**src/rtl/wcs_pkg.sv**
```systemverilog
`timescale 1ns/1ps
// Shared types for the wait-sampling bus cycle sequencer.
// Assumes: request kinds are 2-bit codes; code 3 is reserved.
package wcs_pkg;

    typedef enum logic [1:0] {
        KIND_FETCH = 2'd0,
        KIND_READ  = 2'd1,
        KIND_WRITE = 2'd2,
        KIND_NONE  = 2'd3
    } wcs_kind_e;

    typedef enum logic [2:0] {
        PH_IDLE   = 3'd0,
        PH_FIRST  = 3'd1,
        PH_SAMPLE = 3'd2,
        PH_ACCESS = 3'd3,
        PH_REF1   = 3'd4,
        PH_REF2   = 3'd5
    } wcs_phase_e;

endpackage

```
**src/rtl/wcs_cmd_reg.sv**
```systemverilog
`timescale 1ns/1ps
// Command holding register: keeps kind, address and write data of the
// machine cycle in progress.
// Assumes: load_i is high only at the edge that starts a new cycle.
module wcs_cmd_reg
    import wcs_pkg::*;
#(
    parameter int ADDR_W = 16,
    parameter int DATA_W = 8
) (
    input  logic              clk,
    input  logic              rst_n,
    input  logic              load_i,
    input  wcs_kind_e         kind_i,
    input  logic [ADDR_W-1:0] addr_i,
    input  logic [DATA_W-1:0] wdata_i,
    output wcs_kind_e         kind_o,
    output logic [ADDR_W-1:0] addr_o,
    output logic [DATA_W-1:0] wdata_o
);

    // Capture the request fields when a cycle is started.
    always_ff @(posedge clk) begin
        if (!rst_n) begin
            kind_o  <= KIND_NONE;
            addr_o  <= '0;
            wdata_o <= '0;
        end else if (load_i) begin
            kind_o  <= kind_i;
            addr_o  <= addr_i;
            wdata_o <= wdata_i;
        end
    end

endmodule

```
**src/rtl/wcs_phase_fsm.sv**
```systemverilog
`timescale 1ns/1ps
// Phase sequencer: walks a machine cycle through first clock, wait
// sampling clocks, then an access clock (read/write) or two refresh
// clocks (fetch). Wait is only looked at in the sampling phase.
// Assumes: kind_i is the latched kind of the cycle in progress.
module wcs_phase_fsm
    import wcs_pkg::*;
(
    input  logic       clk,
    input  logic       rst_n,
    input  logic       load_i,
    input  wcs_kind_e  kind_i,
    input  logic       wait_i,
    output wcs_phase_e phase_o,
    output logic       last_o
);

    wcs_phase_e phase_d;

    // Next phase from the current phase, wait and a new start.
    always_comb begin
        phase_d = phase_o;
        unique case (phase_o)
            PH_IDLE:   phase_d = load_i ? PH_FIRST : PH_IDLE;
            PH_FIRST:  phase_d = PH_SAMPLE;
            PH_SAMPLE: begin
                if (wait_i)                  phase_d = PH_SAMPLE;
                else if (kind_i == KIND_FETCH) phase_d = PH_REF1;
                else                         phase_d = PH_ACCESS;
            end
            PH_ACCESS: phase_d = load_i ? PH_FIRST : PH_IDLE;
            PH_REF1:   phase_d = PH_REF2;
            PH_REF2:   phase_d = load_i ? PH_FIRST : PH_IDLE;
            default:   phase_d = PH_IDLE;
        endcase
    end

    // Phase register.
    always_ff @(posedge clk) begin
        if (!rst_n) phase_o <= PH_IDLE;
        else        phase_o <= phase_d;
    end

    // Final clock of a cycle: the access clock or the second refresh clock.
    always_comb last_o = (phase_o == PH_ACCESS) || (phase_o == PH_REF2);

endmodule

```
**src/rtl/wcs_cyc_counter.sv**
```systemverilog
`timescale 1ns/1ps
// Clock counter for the machine cycle: reads 1 in the first clock and
// k in clock k. SAT_EN selects saturation at all-ones or wrap-around.
// Assumes: load_i marks the edge before clock 1; run_i is high in cycle.
module wcs_cyc_counter #(
    parameter int CNT_W  = 6,
    parameter bit SAT_EN = 1'b1
) (
    input  logic             clk,
    input  logic             rst_n,
    input  logic             load_i,
    input  logic             run_i,
    output logic [CNT_W-1:0] count_o
);

    logic [CNT_W-1:0] count_inc;

    generate
        if (SAT_EN) begin : g_sat
            localparam logic [CNT_W-1:0] CNT_MAX = {CNT_W{1'b1}};
            // Increment that holds at the top value.
            always_comb count_inc = (count_o == CNT_MAX) ? count_o : count_o + 1'b1;
        end else begin : g_wrap
            // Plain increment that wraps.
            always_comb count_inc = count_o + 1'b1;
        end
    endgenerate

    // Count register: restart on load, advance while a cycle runs.
    always_ff @(posedge clk) begin
        if (!rst_n)      count_o <= '0;
        else if (load_i) count_o <= CNT_W'(1);
        else if (run_i)  count_o <= count_inc;
    end

endmodule

```
**src/rtl/wcs_bus_seq.sv**
```systemverilog
`timescale 1ns/1ps
// Top of the wait-sampling bus cycle sequencer. Takes fetch/read/write
// requests, runs the machine cycle timing, strobes the memory access
// and reports the clock count of each cycle.
// Assumes: wait_i is stable for the whole clock it is sampled in; the
// fetch strobe follows wait_i combinationally within the clock.
module wcs_bus_seq
    import wcs_pkg::*;
#(
    parameter int ADDR_W = 16,
    parameter int DATA_W = 8,
    parameter int CNT_W  = 6
) (
    input  logic              clk,
    input  logic              rst_n,
    input  logic              req_valid_i,
    input  logic [1:0]        req_kind_i,
    input  logic [ADDR_W-1:0] req_addr_i,
    input  logic [DATA_W-1:0] req_wdata_i,
    output logic              req_ready_o,
    input  logic              wait_i,
    output logic              acc_o,
    output logic [ADDR_W-1:0] mem_addr_o,
    output logic              mem_we_o,
    output logic [DATA_W-1:0] mem_wdata_o,
    input  logic [DATA_W-1:0] mem_rdata_i,
    output logic              rfsh_o,
    output logic              done_o,
    output logic [CNT_W-1:0]  done_clocks_o,
    output logic [DATA_W-1:0] rd_data_o
);

    wcs_kind_e         req_kind;
    wcs_kind_e         cur_kind;
    wcs_phase_e        phase;
    logic              last;
    logic              accept;
    logic              running;
    logic [ADDR_W-1:0] cur_addr;
    logic [DATA_W-1:0] cur_wdata;

    // Request decode and acceptance.
    always_comb begin
        req_kind    = wcs_kind_e'(req_kind_i);
        req_ready_o = (phase == PH_IDLE) || last;
        accept      = req_valid_i && req_ready_o && (req_kind != KIND_NONE);
        running     = (phase != PH_IDLE);
    end

    wcs_cmd_reg #(
        .ADDR_W (ADDR_W),
        .DATA_W (DATA_W)
    ) u_cmd (
        .clk     (clk),
        .rst_n   (rst_n),
        .load_i  (accept),
        .kind_i  (req_kind),
        .addr_i  (req_addr_i),
        .wdata_i (req_wdata_i),
        .kind_o  (cur_kind),
        .addr_o  (cur_addr),
        .wdata_o (cur_wdata)
    );

    wcs_phase_fsm u_fsm (
        .clk     (clk),
        .rst_n   (rst_n),
        .load_i  (accept),
        .kind_i  (cur_kind),
        .wait_i  (wait_i),
        .phase_o (phase),
        .last_o  (last)
    );

    wcs_cyc_counter #(
        .CNT_W  (CNT_W),
        .SAT_EN (1'b1)
    ) u_cnt (
        .clk     (clk),
        .rst_n   (rst_n),
        .load_i  (accept),
        .run_i   (running),
        .count_o (done_clocks_o)
    );

    // Bus outputs: strobe, direction, refresh and completion.
    always_comb begin
        acc_o       = ((phase == PH_SAMPLE) && (cur_kind == KIND_FETCH) && !wait_i)
                      || (phase == PH_ACCESS);
        mem_we_o    = acc_o && (cur_kind == KIND_WRITE);
        mem_addr_o  = cur_addr;
        mem_wdata_o = cur_wdata;
        rfsh_o      = (phase == PH_REF1) || (phase == PH_REF2);
        done_o      = last;
    end

    // Read data capture at the end of a fetch or read strobe clock.
    always_ff @(posedge clk) begin
        if (!rst_n)                                rd_data_o <= '0;
        else if (acc_o && (cur_kind != KIND_WRITE)) rd_data_o <= mem_rdata_i;
    end

endmodule


```
**config.mk**
```make
export PLATFORM = sky130hd
export DESIGN_NAME = wcs_bus_seq
export DESIGN_NICKNAME = d
export VERILOG_FILES = /design/src/rtl/wcs_pkg.sv /design/src/rtl/wcs_cmd_reg.sv /design/src/rtl/wcs_phase_fsm.sv /design/src/rtl/wcs_cyc_counter.sv /design/src/rtl/wcs_bus_seq.sv
export SDC_FILE = /design/constraint.sdc
export NUM_CORES = 1
export LEC_CHECK = 0
export ABC_AREA = 1
export BUFFER_PORTS_ARGS = -buffer_cell sky130_fd_sc_hd__clkbuf_2
export CAP_MARGIN = 10
export CORE_MARGIN = 2
export CORE_UTILIZATION = 49
export CTS_CLUSTER_SIZE = 12
export DETAILED_ROUTE_END_ITERATION = 16
export PLACE_DENSITY = 0.91
export SYNTH_ARGS = -nofsm -noshare
export SYNTH_HDL_FRONTEND = slang
export SYNTH_HIERARCHICAL = 1
export SYNTH_SLANG_ARGS = --single-unit
```
**constraint.sdc**
```tcl
create_clock -name clk -period 2 [get_ports clk]
set_input_delay 0.1 -clock clk [delete_from_list [all_inputs] [get_ports clk]]
set_output_delay 0.1 -clock clk [all_outputs]
set_load 0.01 [all_outputs]
```
== Word level (Yosys, flattened, before mapping) ==
Index checks and enable logic that the tools add are counted.
W data, S select, Z words.

* Flip-flop bits (word level): 43
* Input bits: 38
* Output and inout port bits: 43
* Logic and storage cells: 46

* $add $sub $neg: 1
* Equality and inequality tests: 10
* Muxes and demuxes: 7
* Bitwise gates (word level): 2
* Reductions and logical operators: 19

{| class="wikitable"
|+ Operators with widths
! kind !! number
|-
| $pmux W3 S4 || 1
|-
| $add A6 B1 Y6 const B || 1
|-
| $eq A3 B2 Y1 const B || 2
|-
| $eq A3 B3 Y1 const B || 2
|-
| $eq A6 B6 Y1 const B || 1
|-
| $logic_and A1 B1 Y1 || 6
|-
| $mux W3 || 2
|-
| $ne A2 B2 Y1 const B || 3
|-
| $logic_or A1 B1 Y1 || 4
|-
| $mux W1 || 4
|-
| $reduce_and A2 Y1 || 2
|-
| $eq A3 B1 Y1 const B || 1
|-
| $logic_not A3 Y1 || 1
|-
| $reduce_bool A3 Y1 || 1
|-
| $reduce_or A3 Y1 || 1
|-
| $eq A2 B2 Y1 const B || 1
|-
| $logic_not A2 Y1 || 1
|-
| $not A1 Y1 || 2
|-
| $reduce_bool A2 Y1 || 1
|-
| $reduce_or A2 Y1 || 1
|-
| $logic_not A1 Y1 || 1
|}

== Depth between registers and ports, before layout ==
* Depth in word-level cells: 7
* Gate-level depth with buffers: 10

== By module ==
The synthesis kept the hierarchy.

{| class="wikitable"
|+ By module, submodules not included
! module !! instances !! cells each !! area each (um^2)
|-
| wcs_cmd_reg || 1 || 162 || 1086.0
|-
| wcs_bus_seq || 1 || 86 || 521.8
|-
| wcs_cyc_counter || 1 || 64 || 390.4
|-
| wcs_phase_fsm || 1 || 29 || 167.7
|}

== Least setup slack after synthesis ==
Ideal clock, no wire load.

* Kind: reg-to-reg
* Start: register u_fsm.phase_o[2]
* End: register u_cmd.kind_o[1]
* Data arrival time: 1495 ps
* Required time: 1879 ps
* Path slack: 384 ps
* Stages on the path, launching flop included: 10
* Path buffers: 2
* Period minus slack after synthesis: 1616 ps
* Cell sequence: dfxtp_1 nor2_2 nor2_1 a31oi_1 nor2_1 buf_6 buf_6 inv_1 nand2_1 nand3_1

* Cells in the longest elaborated chain, start to end: 5
* Elaborated cells on any way between the ends: 7
* Classes of those cells: eq/ne (2); reduce/logical (5)

{| class="wikitable"
|+ RTL lines
! what !! RTL line !! text
|-
| start, declared || wcs_phase_fsm.sv:14 || <nowiki>output wcs_phase_e phase_o,</nowiki>
|-
| start signal, assigned || wcs_phase_fsm.sv:41 || <nowiki>else phase_o <= phase_d;</nowiki>
|-
| $eq A3 B2 Y1 / $eq A3 B3 Y1 (equally long branches) || wcs_phase_fsm.sv:45 || <nowiki>always_comb last_o = (phase_o == PH_ACCESS) || (phase_o == PH_REF2);</nowiki>
|-
| $logic_or A1 B1 Y1 (*) || wcs_phase_fsm.sv:45 ||
|-
| net done_o || wcs_bus_seq.sv:28 || <nowiki>output logic done_o,</nowiki>
|-
| $logic_or A1 B1 Y1 (*) || wcs_bus_seq.sv:45 || <nowiki>req_ready_o = (phase == PH_IDLE) || last;</nowiki>
|-
| $logic_and A1 B1 Y1 (*) (2 in a row) || wcs_bus_seq.sv:46 || <nowiki>accept = req_valid_i && req_ready_o && (req_kind != KIND_NONE);</nowiki>
|-
| net accept || wcs_bus_seq.sv:37 || <nowiki>logic accept;</nowiki>
|-
| end signal, assigned || wcs_cmd_reg.sv:29 || <nowiki>kind_o <= kind_i;</nowiki>
|-
| end, declared || wcs_cmd_reg.sv:17 || <nowiki>output wcs_kind_e kind_o,</nowiki>
|}

The timed path passes the listed nets; every way through them passes the cells marked *.
A chain may end at the register's enable or synchronous reset.

== Worst setup path after layout ==
* Start: register u_fsm.phase_o[2]
* End: output port req_ready_o

* Cells in the longest elaborated chain, start to end: 3
* Elaborated cells on any way between the ends: 5
* Classes of those cells: eq/ne (2); reduce/logical (3)

{| class="wikitable"
|+ RTL lines
! what !! RTL line !! text
|-
| $eq A3 B2 Y1 / $eq A3 B3 Y1 (equally long branches) || wcs_phase_fsm.sv:45 ||
|-
| $logic_or A1 B1 Y1 || wcs_phase_fsm.sv:45 ||
|-
| $logic_or A1 B1 Y1 (*) || wcs_bus_seq.sv:45 ||
|-
| end, declared || wcs_bus_seq.sv:20 || <nowiki>output logic req_ready_o,</nowiki>
|}

Every way passes the cells marked *; elsewhere a longest branch is shown, timed or not.

==> run metrics <==
status=complete, no violations; Clock transition at path regs=0.08 ns; largest net degree at the start of global routing=28; crit path max-delay cell type=dfxtp_1; worst reg2reg path startpoint=u_fsm/phase_o[2]; 1st-pass router iterations=4; Die ar.=4970 sq um; biggest area consumer among synthesized cells=dfxtp_1; DR vias=2150; gr ovfl total=0; worst reg-to-reg path cell count=9; final hold vios=0; initial drt markers=67; Worst Hold Class=input pin to flip-flop; PD cells=788 nW/um^2; vias in the first global route=1896; worst hold start=req_kind_i[0]; syn_nets=380; I/O pin cnt=81; CTS max path bufs=2; max-slew violations=0; HPWL reported at the end of detailed placement=3.57 mm; worst skew pair latency=0.30 ns; Worst Setup End Kind=output pin; fin area=2670 sq um; nets@finish=459; unrepaired setup endpoints after global routing=no; FP Rows=24; Placed Cells=465; Hold WS=0.0509 ns; Critical Path RT=1.90 ns; non-filler instance count after layout=472; worst endpoint data arrival time=1.58 ns; post-CTS setup buffers=0; clk sinks=43; Final Power=2.10 mW; placed cell areas=2560 sq um; Max rail drop VDD=0.000646 V; Initial Util=0.504; Crit Reg-Reg Endpoint=u_cmd/wdata_o[0]; fill count=398; Top cell by count, worst path=nand2_1; count leader, synth=nand2_1; Achievable Freq=0.594 GHz; Die Y=70.5 um; Syn Inst Count=341; cts bufs inserted=5; Worst path max stage delay=0.52 ns; syn avg cell area=6.35 sq um; top post-synthesis cells by count=105 x nand2_1, 71 x inv_1, 69 x nor2_1; Worst Tran Pin Value=0.341 ns; crit path cell chain=nand2_1 > nand2_1 > nor2_1 > a31oi_1 > inv_1 > clkbuf_2; GRT Overall Usage=0.203; Ys Warns=6; Mapped Area=2170 sq um; Layout Area Growth over Synthesis=23.1%; CTS tree=yes; top_reg_cell synth=dfxtp_1; Post-CTS Hold Buffers=0; Yosys top cell area share=0.397; leakage=1.52 nW; Startpoint Class=flip-flop; Die Width=70.5 um; FF+latch area=861 sq um; Yosys cell types=23; Worst Slack Setup Final=0.315 ns; CP Class=flip-flop to output pin; Post-synth EDFFs=0; n_diodes=0; setup_tns=0 ns; H-tree depth=2; CTS root buf=clkbuf_8; period utilisation layout=0.842; worst slack, placed=0.372 ns; worst clock skew=0.00521 ns; Max Fanout on Critical Path=6; wire per inst=9.87 um; CP top delay family=flip-flops; CP Buf/Inv Count=2; Hold Path Sink=u_cmd/kind_o[0]; Slew headroom=0.772; Core Util, Final=0.621; Post-CTS Resized=0; core area=4290 sq um; multi-input logic area=941 sq um; # setup viols final=0; antenna violations before repair=0; DRT antenna net count=0; Routability Congestion=0.888; post-synthesis register bit count=43; first-pass GRT wire length=8.07 mm; I/O Buffers=80; hold path depth=3; DRC=0; ys async rst share=0; Seq/Total Area, Yosys=0.397; maximum capacitance violations=0; share of layout cells above drive strength 1=0.245; DR vias/cell=4.56; reg-to-reg slack, setup=0.35 ns; top cells by area, synth=dfxtp_1 40%, nand2_1 18%, inv_1 12%; minimum clock period=1.68 ns; WL final=4.66 mm
kinds of logic after synthesis:
| logic type | after synthesis | share of synthesized area |
|---|---|---|
| and+or+nand+nor | 202 | 0.393 |
| adders and majority gates | 1 | 0.00578 |
| DFF | 43 | 0.397 |
| xor gates and xnor gates | 1 | 0.00404 |
| AOI/OAI and AO/OA | 11 | 0.0277 |
| buffers and inverters | 83 | 0.172 |
cell type report:
class / instances / share of cell area
Clock buffer: 5 / 0.0258
Clock inverter: 2 / 0.0141
Inverter: 72 / 0.101
Multi-Input combinational cell: 215 / 0.353
Sequential cell: 43 / 0.323
Tap cell: 52 / 0.0244
Timing Repair Buffer: 83 / 0.159
flip-flops by register name (all words and copies together) (netlist names):
signal and count:
u_cmd/addr_o 16, rd_data_o 8, u_fsm/phase_o 3, u_cmd/wdata_o 8, u_cmd/kind_o 2, u_cnt/count_o 6
layout by cell type, fill, tap and decap left out, types with 4 or more instances in the layout:
| cell type | n |
|---|---|
| nand2_1 | 105 |
| clkbuf_2 | 80 |
| inv_1 | 71 |
| nor2_1 | 68 |
| dfxtp_1 | 43 |
| nand4_1 | 10 |
| nand3_1 | 8 |
| a21oi_1 | 7 |
| clkbuf_8 | 5 |
| nor2_2 | 4 |
power by group:
| group | leakage, nW | total, mW | switching, mW | internal (mW) |
|---|---|---|---|---|
| combinational | 1.12 | 0.458 | 0.279 | 0.179 |
| clock | 0.0502 | 0.657 | 0.292 | 0.365 |
| sequential | 0.353 | 0.985 | 0.0542 | 0.931 |
| total | 1.52 | 2.10 | 0.626 | 1.47 |
layer usage:
| metal | track usage | up-vias | wire length, um |
|---|---|---|---|
| met4 | 0.0833 | 0 | 98 |
| li1 | - | 1142 | - |
| met2 | 0.341 | 79 | 2190 |
| met1 | 0.238 | 921 | 1980 |
| met5 | 0 | - | 0 |
| met3 | 0.0649 | 8 | 383 |
worst max-delay path by stage:
| stage | slack, ns | endpoint | from | cells after the start |
|---|---|---|---|---|
| floorplan | 0.38 | u_cmd/kind_o[1] | u_fsm/phase_o[2] | 9 |
| global placement | 0.45 | u_fsm/phase_o[0] | u_fsm/phase_o[2] | 8 |
| detailed placement | 0.37 | u_cmd/addr_o[15] | u_fsm/phase_o[2] | 9 |
| CTS | 0.31 | req_ready_o | u_fsm/phase_o[2] | 6 |
| global route | 0.17 | u_cnt/count_o[0] | u_fsm/phase_o[2] | 10 |
| finish | 0.32 | req_ready_o | u_fsm/phase_o[2] | 6 |
worst reg2reg max path: cells and delay by family, from the launching register on:
family                 cells  cell delay, ns
AO/OA/AOI/OAI              1            0.29
buffers and inverters      1            0.23
flip-flops                 1            0.52
AND/OR/NAND/NOR            7            0.56
No activity file was read; power rests on OpenSTA's default activity.
